## src/rtl/fbp_pkg.sv

```systemverilog
package fbp_pkg;
    typedef enum logic [1:0] {
        ST_OFF   = 2'd0,
        ST_UPPER = 2'd1,
        ST_LOWER = 2'd2
    } fbp_state_e;

    localparam logic [1:0] RA_BASE_UP = 2'd0;
    localparam logic [1:0] RA_BASE_LO = 2'd1;
    localparam logic [1:0] RA_CTRL    = 2'd2;
    localparam logic [1:0] RA_STAT    = 2'd3;

    localparam int QW_BYTES = 16;
    localparam int NUM_CH   = 2;
endpackage

```

## src/rtl/fbp_regs.sv

```systemverilog
module fbp_regs
    import fbp_pkg::*;
#(
    parameter int AW = 32
) (
    input  logic              clk,
    input  logic              rst_n,
    input  logic              reg_we,
    input  logic [1:0]        reg_addr,
    input  logic [AW-1:0]     reg_wdata,
    output logic [AW-1:0]     reg_rdata,
    input  logic              disp_en,
    input  logic [NUM_CH-1:0] reload,
    output logic [AW-1:0]     base_up,
    output logic [AW-1:0]     base_lo,
    output logic              dual_mode,
    output logic              irq_en,
    output logic              irq
);
    localparam int ALIGN = $clog2(QW_BYTES);

    logic [NUM_CH-1:0] flags_q;
    logic [NUM_CH-1:0] clr;

    // Shadow base registers: no reset, contents undefined until written
    always_ff @(posedge clk) begin
        if (reg_we && reg_addr == RA_BASE_UP)
            base_up <= {reg_wdata[AW-1:ALIGN], {ALIGN{1'b0}}};
        if (reg_we && reg_addr == RA_BASE_LO)
            base_lo <= {reg_wdata[AW-1:ALIGN], {ALIGN{1'b0}}};
    end

    always_ff @(posedge clk or negedge rst_n) begin
        if (!rst_n) begin
            dual_mode <= 1'b0;
            irq_en    <= 1'b0;
        end else if (reg_we && reg_addr == RA_CTRL) begin
            if (!disp_en)
                dual_mode <= reg_wdata[0];
            irq_en <= reg_wdata[1];
        end
    end

    assign clr = (reg_we && reg_addr == RA_STAT) ? reg_wdata[NUM_CH-1:0] : '0;

    always_ff @(posedge clk or negedge rst_n) begin
        if (!rst_n)
            flags_q <= '0;
        else
            flags_q <= (flags_q & ~clr) | reload;
    end

    assign irq = irq_en & (|flags_q);

    always_comb begin
        unique case (reg_addr)
            RA_BASE_UP: reg_rdata = base_up;
            RA_BASE_LO: reg_rdata = base_lo;
            RA_CTRL:    reg_rdata = {{(AW-2){1'b0}}, irq_en, dual_mode};
            default:    reg_rdata = {{(AW-NUM_CH){1'b0}}, flags_q};
        endcase
    end
endmodule

```

## src/rtl/fbp_chan.sv

```systemverilog
module fbp_chan
    import fbp_pkg::*;
#(
    parameter int AW    = 32,
    parameter int LEN_W = 16
) (
    input  logic             clk,
    input  logic             rst_n,
    input  logic             load,
    input  logic             step,
    input  logic [AW-1:0]    base,
    input  logic [LEN_W-1:0] len,
    output logic [AW-1:0]    cur_addr,
    output logic             wrap
);
    logic [LEN_W-1:0] cnt_q;

    assign wrap = step && (cnt_q == len - 1'b1);

    always_ff @(posedge clk or negedge rst_n) begin
        if (!rst_n) begin
            cur_addr <= '0;
            cnt_q    <= '0;
        end else if (load || wrap) begin
            cur_addr <= base;
            cnt_q    <= '0;
        end else if (step) begin
            cur_addr <= cur_addr + AW'(QW_BYTES);
            cnt_q    <= cnt_q + 1'b1;
        end
    end
endmodule

```

## src/rtl/fbp_fsm.sv

```systemverilog
module fbp_fsm
    import fbp_pkg::*;
(
    input  logic clk,
    input  logic rst_n,
    input  logic disp_en,
    input  logic fetch_ack,
    input  logic dual_mode,
    output logic fetch_req,
    output logic sel_lower,
    output logic load_all,
    output logic step_up,
    output logic step_lo
);
    fbp_state_e state_q, state_d;

    always_ff @(posedge clk or negedge rst_n) begin
        if (!rst_n) state_q <= ST_OFF;
        else        state_q <= state_d;
    end

    always_comb begin
        state_d = state_q;
        if (!disp_en) begin
            state_d = ST_OFF;
        end else begin
            unique case (state_q)
                ST_OFF:   state_d = ST_UPPER;
                ST_UPPER: if (fetch_ack) state_d = dual_mode ? ST_LOWER : ST_UPPER;
                ST_LOWER: if (fetch_ack) state_d = ST_UPPER;
                default:  state_d = ST_OFF;
            endcase
        end
    end

    always_comb begin
        fetch_req = 1'b0;
        sel_lower = 1'b0;
        load_all  = 1'b0;
        unique case (state_q)
            ST_OFF:   load_all  = disp_en;
            ST_UPPER: fetch_req = disp_en;
            ST_LOWER: begin
                fetch_req = disp_en;
                sel_lower = 1'b1;
            end
            default: ;
        endcase
        step_up = fetch_req && fetch_ack && !sel_lower;
        step_lo = fetch_req && fetch_ack && sel_lower;
    end
endmodule

```

## src/rtl/fbuf_addr_ptr.sv

```systemverilog
module fbuf_addr_ptr
    import fbp_pkg::*;
#(
    parameter int AW    = 32,
    parameter int LEN_W = 16
) (
    input  logic             clk,
    input  logic             rst_n,
    input  logic             reg_we,
    input  logic [1:0]       reg_addr,
    input  logic [AW-1:0]    reg_wdata,
    output logic [AW-1:0]    reg_rdata,
    input  logic             disp_en,
    input  logic [LEN_W-1:0] frame_len,
    output logic             fetch_req,
    input  logic             fetch_ack,
    output logic [AW-1:0]    fetch_addr,
    output logic             fetch_ch,
    output logic             irq
);
    logic [AW-1:0]     base_up, base_lo;
    logic              dual_mode, irq_en;
    logic              sel_lower, load_all, step_up, step_lo;
    logic [NUM_CH-1:0] ch_load, ch_step, ch_wrap;
    logic [AW-1:0]     ch_base [NUM_CH];
    logic [AW-1:0]     ch_cur  [NUM_CH];
    logic [LEN_W-1:0]  len_ch;

    fbp_regs #(.AW(AW)) u_regs (
        .clk(clk), .rst_n(rst_n), .reg_we(reg_we), .reg_addr(reg_addr),
        .reg_wdata(reg_wdata), .reg_rdata(reg_rdata), .disp_en(disp_en),
        .reload(ch_load | ch_wrap), .base_up(base_up), .base_lo(base_lo),
        .dual_mode(dual_mode), .irq_en(irq_en), .irq(irq)
    );

    fbp_fsm u_fsm (
        .clk(clk), .rst_n(rst_n), .disp_en(disp_en), .fetch_ack(fetch_ack),
        .dual_mode(dual_mode), .fetch_req(fetch_req), .sel_lower(sel_lower),
        .load_all(load_all), .step_up(step_up), .step_lo(step_lo)
    );

    assign len_ch     = dual_mode ? (frame_len >> 1) : frame_len;
    assign ch_base[0] = base_up;
    assign ch_base[1] = base_lo;
    assign ch_load    = {load_all & dual_mode, load_all};
    assign ch_step    = {step_lo, step_up};

    for (genvar g = 0; g < NUM_CH; g++) begin : g_ch
        fbp_chan #(.AW(AW), .LEN_W(LEN_W)) u_chan (
            .clk(clk), .rst_n(rst_n), .load(ch_load[g]), .step(ch_step[g]),
            .base(ch_base[g]), .len(len_ch), .cur_addr(ch_cur[g]),
            .wrap(ch_wrap[g])
        );
    end

    assign fetch_ch   = sel_lower;
    assign fetch_addr = sel_lower ? ch_cur[1] : ch_cur[0];
endmodule

```

## config.mk

```make
export PLATFORM = sky130hd
export DESIGN_NAME = fbuf_addr_ptr
export DESIGN_NICKNAME = d
export VERILOG_FILES = /design/src/rtl/fbp_pkg.sv /design/src/rtl/fbp_regs.sv /design/src/rtl/fbp_chan.sv /design/src/rtl/fbp_fsm.sv /design/src/rtl/fbuf_addr_ptr.sv
export SDC_FILE = /design/constraint.sdc
export NUM_CORES = 1
export LEC_CHECK = 0
export BUFFER_PORTS_ARGS = -buffer_cell sky130_fd_sc_hd__buf_2
export CORE_UTILIZATION = 50
export CTS_CLUSTER_DIAMETER = 120
export CTS_CLUSTER_SIZE = 30
export DETAILED_ROUTE_END_ITERATION = 6
export GPL_ROUTABILITY_DRIVEN = 0
export PLACE_DENSITY = 0.73
export SYNTH_ARGS = -nofsm -noshare
export SYNTH_HDL_FRONTEND = slang
export SYNTH_SLANG_ARGS = --single-unit
export TNS_END_PERCENT = 30
```

## constraint.sdc

```tcl
create_clock -name clk -period 4.2 [get_ports clk]
set_input_delay 0.84 -clock clk [delete_from_list [all_inputs] [get_ports clk]]
set_output_delay 0.84 -clock clk [all_outputs]
set_load 0.005 [all_outputs]
```

==> reports/qor.csv, run 1 <==
stage,metric,value,unit
setup_path,critPathCaptureType,register,
finish,drive_gt1_share,25.7,%
timing,max_freq,0.260,GHz
power_and_ir_drop,peakVddDrop,296,uV
route,vias_per_cell,5.84,
timing,rsz0062_at_grt,false,
synth,yosys_warnings,0,
grt,grt_max_degree,79,
floorplan,die_x,138,um
timing,slew_headroom,27.6,%
timing,worst_pin_slew,1.09,ns
power_and_ir_drop,p_per_area,450,nW/um^2
finish,fin_area,10600,sq um
timing,hold_violations,0,
status,status,"complete, no violations",
cts,cts_tree,yes,
setup_path,cp_max_fo,23,
grt,grt_pass1_vias,7053,
route,drtAntennaViolNets,0,
setup_path,start_kind,register,
floorplan,die_y,138,um
cts,cts_made_buffers,17,
job,drv_cap,0,
synth,ys_seq_area_share,43.8,%
timing,clock_skew,0.00852,ns
grt,grt_pass1_wl,36.9,mm
synth,synth.area.top_cells,"dfrtp_1 26%, edfxtp_1 18%, mux2_2 6.2%",
synth,synth_edf_count,56,
finish,fin_util,59.1,%
route,drc,0,
cts,cts_sinks,150,
floorplan,die_area,19000,sq um
synth,avgSynthCellArea,10.5,sq um
placed_design,portBuffers,113,
cts,cts_root_buffer,clkbuf_16,
synth,synth.most_common_cell,dfrtp_1,
timing,finalCritPeriodShare,91.5,%
floorplan,start_util,51.1,%
floorplan,rows,49,
route,drt_iter0_drc,469,
setup_path,worstSetupPathType,reg -> reg,
cts,clk_pin_slew,0.06,ns
placed_design,placed_cell_area,10000,sq um
cts,post_cts_buffers,0,
timing,finalCriticalPeriod,3.84,ns
cts,ctsResizeCount,0,
cts,hold_buffers,0,
synth,synth_top_area_share,25.6,%
synth,async_flop_share,62.7,%
route,wl,23.0,mm
finish,area_growth,15.7,%
floorplan,boundaryPins,122,
route,via_count,7172,
synth,synth_flop_cell,dfrtp_1,
setup_path,required,4.51,ns
grt,antenna_found_initial,1,
synth,synth_top_area_cell,dfrtp_1,
finish,layout.nets,1049,
timing,slew_violations,0,
synth,synthesis.area,9210,sq um
floorplan,core-area,18000,sq um
grt,grt_usage,25.9,%
cts,cts_buffer_depth,2,
synth,synth_seq_cells,150,
cts,htreeDepth,4,
placed_design,hpwl,16.2,mm
synth,yosys.cell_types.count,76,
finish,fill_cells,1526,
grt,grt-ovfl-total,0,
hold_path,worst_hold_path_type,reg -> reg,
setup_path,crit_arrival,4.15,ns
synth,syn_inst,873,
route,firstDrtPassIters,4,
synth,yosys-top-cells-count,"94 x dfrtp_1, 90 x nor2_1, 63 x xnor2_1",
cts,clkLatencyLatePin,0.43,ns
timing,setup_viol,0,
power_and_ir_drop,leakagePower,4.40,nW
route,wl_per_cell,18.8,um
layout make-up:
class | instances | area [sq um] | area share, %
clock inverter | 11 | 150 | 1.41
timing repair buffer | 143 | 822 | 7.72
tap | 229 | 287 | 2.69
clock buffer | 21 | 450 | 4.23
sequential | 150 | 4030 | 37.9
inverter | 12 | 45.0 | 0.423
multi-input combinational | 661 | 4850 | 45.6
antenna | 2 | 5.00 | 0.0470
kinds of logic (layout without fill, tap and decap cells):
kind of cell	count (synthesis)	count (layout)	share of synthesized area [%]
buffers and inverters	67	187	3.83
other	1	8	0.0407
flip-flops	150	150	43.8
XOR/XNOR	99	99	10.0
AO/OA/AOI/OAI	95	95	7.33
multiplexers	113	113	13.7
AND/OR/NAND/NOR	339	339	20.0
adder cells (fa/ha/maj)	9	9	1.22
placed cells by master, fill, tap and decap left out, drive strengths merged, types with 21 or more instances in the layout:
cell type | netlist | final
edfxtp | 56 | 56
mux2 | 65 | 65
buf | 30 | 143
nand3 | 47 | 47
a21oi | 25 | 25
xor2 | 32 | 32
nand2 | 51 | 51
xnor2 | 63 | 63
mux2i | 48 | 48
nand4 | 32 | 32
dfrtp | 94 | 94
clkbuf | 25 | 21
nor2 | 90 | 90
registers in the layout, indices dropped and copies added (netlist names):
name,cells
u_regs.irq_en,1
u_regs.flags_q,2
u_regs.base_lo,28
u_regs.base_up,28
g_ch.u_chan.cur_addr,56
g_ch.u_chan.cnt_q,32
u_fsm.state_q,2
u_regs.dual_mode,1
per-stage QoR:
stage	cells	total power, mW	setup TNS (ns)	setup WS [ns]	hold WS [ns]
final	1229	4.79	0	0.355	0.507
after global routing	1227	5.02	0	0.0538	0.529
after CTS	1227	4.80	0	0.307	0.509
after detailed placement	1195	3.24	-0.0311	-0.0220	0.495
after global placement	1195	3.20	0	0.0670	0.488
after floorplan	878	2.82	0	0.0333	0.466
per-layer routing:
metal  GRT usage [%]  vias to the layer above  wire, um
li1                -                     3384         -
met1            33.2                     3493      9900
met2            42.5                      233     11100
met3            4.34                       62      1170
met4            12.1                        0       844
met5               0                        -         0
critical path, cell delays in order, from the launching register on:
cell and delay [ns]:
dfrtp_1 0.52, mux2i_1 0.32, ha_2 0.26, nor3b_4 0.28, nand4_1 0.17, or3_1 0.40, a2111oi_0 0.48, nand4_1 0.22
nor4_2 0.30, or2_1 0.22, buf_12 0.20, mux2_2 0.36
report_power, final:
part	total (mW)	internal, mW	switching (mW)
logic	1.24	0.633	0.603
registers	2.00	1.74	0.263
clock network	1.55	0.953	0.599
total	4.79	3.33	1.47
path summary, 6_finish.rpt:
path | from | endpoint | slack (ns) | depth (start not counted)
max in group asynchronous | rst_n | g_ch[1].u_chan.cnt_q[0] | 2.73 | 2
worst max-delay path | u_regs.dual_mode | g_ch[0].u_chan.cur_addr[14] | 0.36 | 11
worst max register to register | u_regs.dual_mode | g_ch[0].u_chan.cur_addr[14] | 0.36 | 11
worst min register to register | u_regs.base_lo[14] | g_ch[1].u_chan.cur_addr[14] | 0.51 | 1
worst min-delay path | u_regs.base_lo[14] | g_ch[1].u_chan.cur_addr[14] | 0.51 | 1
min in group asynchronous | rst_n | g_ch[1].u_chan.cur_addr[29] | 0.57 | 1
Power figures use the tool's default switching activity.
==> inputs of run 2 (changes only) <==
==> constraint.sdc (replaced) <==
create_clock -name clk -period 4.2 [get_ports clk]
set_input_delay 0.21 -clock clk [delete_from_list [all_inputs] [get_ports clk]]
set_output_delay 0.21 -clock clk [all_outputs]
set_load 0.005 [all_outputs]
==> run 2 against run 1 <==
- clock skew down 0.0016 ns
- first-iteration DRC count up 8.5%
- largest cell class unchanged
- worst hold slack worse by 0.47 ns
- critical endpoint is now g_ch[0].u_chan.cur_addr[4]
- critical path depth up 1
- count of clock-buffer cells in the layout down 3
==> reports/qor.csv, run 2 (synthesis gave the netlist of run 1 again) <==
stage,metric,value,unit
grt,antenna_found_initial,0,
finish,drive_gt1_share,24.3,%
finish,register_area,4040,sq um
placed_design,hpwl,15.9,mm
route,wl,23.1,mm
cts,cts_tree,yes,
finish,final_cell_mix,"112 x buf_2, 93 x dfrtp_1, 89 x nor2_1",
job,drv_cap,0,
cts,post_cts_buffers,0,
cts,cts_root_buffer,clkbuf_16,
route,drc,0,
finish,reg.largest.list,"g_ch.u_chan.cur_addr: 56 flops, g_ch.u_chan.cnt_q: 32 flops",
timing,hold_violations,0,
setup_path,crit_arrival,4.17,ns
grt,grt_usage,25.6,%
power_and_ir_drop,netSwitchingPower,1.51,mW
power_and_ir_drop,p_int,3.28,mW
grt,grt_pass1_wl,36.4,mm
setup_path,critPathCaptureType,register,
setup_path,cp_max_fo,19,
route,vias_per_cell,5.80,
timing,slew_violations,0,
grt,grt_max_degree,66,
timing,max_freq,0.258,GHz
power_and_ir_drop,switching_share,31.6,%
route,via_count,7227,
finish,multiInputGateArea,4850,sq um
finish,layout.nets,1067,
floorplan,die_area,19000,sq um
setup_path,worstSetupPathType,reg -> reg,
cts,cts_made_buffers,17,
power_and_ir_drop,leakagePower,4.46,nW
route,drt_iter0_drc,509,
timing,clock_skew,0.00688,ns
power_and_ir_drop,power.share.combinational,25.7,%
floorplan,start_util,51.1,%
power_and_ir_drop,p_per_area,443,nW/um^2
power_and_ir_drop,power_frac_seq,41.7,%
finish,largest_reg_flops,56,
power_and_ir_drop,p_clk_share,32.5,%
cts,cts_sinks,150,
floorplan,rows,49,
power_and_ir_drop,peakVddDrop,359,uV
route,firstDrtPassIters,5,
timing,setup_viol,0,
cts,htreeDepth,4,
floorplan,die_y,138,um
cts,clk_pin_slew,0.06,ns
floorplan,die_x,138,um
finish,fill_cells,1470,
finish,largest_register,g_ch.u_chan.cur_addr,
timing,rsz0062_at_grt,false,
timing,fin_tns_setup,0,ns
route,drtAntennaViolNets,0,
timing,finalCriticalPeriod,3.87,ns
timing,slew_headroom,27.5,%
timing,finalCritPeriodShare,92.2,%
finish,area_growth,17.5,%
setup_path,start_kind,register,
route,wl_per_cell,18.5,um
grt,grt-ovfl-total,0,
cts,clkLatencyLatePin,0.43,ns
placed_design,placed_cell_area,9930,sq um
finish,layout_commonest_cell,buf_2,
setup_path,required,4.50,ns
placed_design,portBuffers,113,
finish,diodes,0,
finish,fin_area,10800,sq um
floorplan,boundaryPins,122,
cts,cts_buffer_depth,2,
status,status,"complete, no violations",
floorplan,core-area,18000,sq um
hold_path,worst_hold_path_type,in -> reg,
grt,grt_pass1_vias,7071,
finish,fin_util,60.0,%
timing,worst_pin_slew,1.09,ns
## run 2: power by group through the flow
| stage | Combinational (mW) | Clock [mW] | Sequential, mW |
|---|---|---|---|
| 5_1_grt | 1.35 | 1.63 | 2.04 |
| 4_1_cts | 1.23 | 1.58 | 1.99 |
| 2_1_floorplan | 0.884 | 0 | 1.94 |
| 3_5_place_dp | 1.20 | 0 | 2.02 |
| 3_3_place_gp | 1.17 | 0 | 2.01 |
| 6_report | 1.23 | 1.56 | 2.00 |
## run 2: layer usage
layer	part of all wire [%]	track usage, %	vias to the layer above
met2	49	42.4	242
met4	3.4	10.9	0
met3	5.4	5.08	50
met1	42	32.5	3508
met5	0	0	-
li1	-	-	3427
## run 2: cell type report
class,instances,share of cell area [%]
multi-input cells,661,44.9
flip-flops and latches,150,37.3
repair buffers,161,9.25
clock buffers,18,4.06
well taps,229,2.65
clock inverters,14,1.48
inverters,12,0.416
## run 2: worst paths after layout
path / slack (ns) / cells after the start / endpoint / startpoint
setup / recovery: 0.33 / 12 / g_ch[0].u_chan.cur_addr[4] / u_regs.dual_mode
hold / removal: 0.03 / 2 / u_regs.irq_en / reg_wdata[1]
setup reg to reg: 0.33 / 12 / g_ch[0].u_chan.cur_addr[4] / u_regs.dual_mode
hold reg to reg: 0.51 / 1 / g_ch[1].u_chan.cur_addr[10] / u_regs.base_lo[10]
max in group asynchronous: 2.85 / 3 / g_ch[0].u_chan.cur_addr[8] / rst_n
min in group asynchronous: 0.43 / 2 / g_ch[1].u_chan.cur_addr[26] / rst_n
## run 2: critical path: stages (launching register included)
cell	delay [ns]
dfrtp_2	0.49
mux2i_1	0.28
ha_2	0.29
or3b_1	0.57
nor4_4	0.32
mux2i_1	0.31
and3_1	0.20
o211ai_1	0.11
nor4_2	0.35
or2_1	0.17
buf_4	0.26
buf_4	0.27
o311ai_1	0.12
## run 2: what timing repair did
action,in CTS,in global routing
hold endpoints to repair,120,0
hold buffers,29,0
endpoints found under the setup margin,0,22
resized for setup,0,1
## run 2: metrics by stage
stage	std cells	power, mW	hold slack (ns)	setup slack [ns]
after global routing	1245	5.02	0.0310	0.0446
after CTS	1245	4.80	0.0237	0.202
after detailed placement	1184	3.22	0.365	0.243
after floorplan	878	2.82	-0.0856	0.0333
final	1245	4.79	0.0337	0.326
after global placement	1184	3.18	0.364	0.337
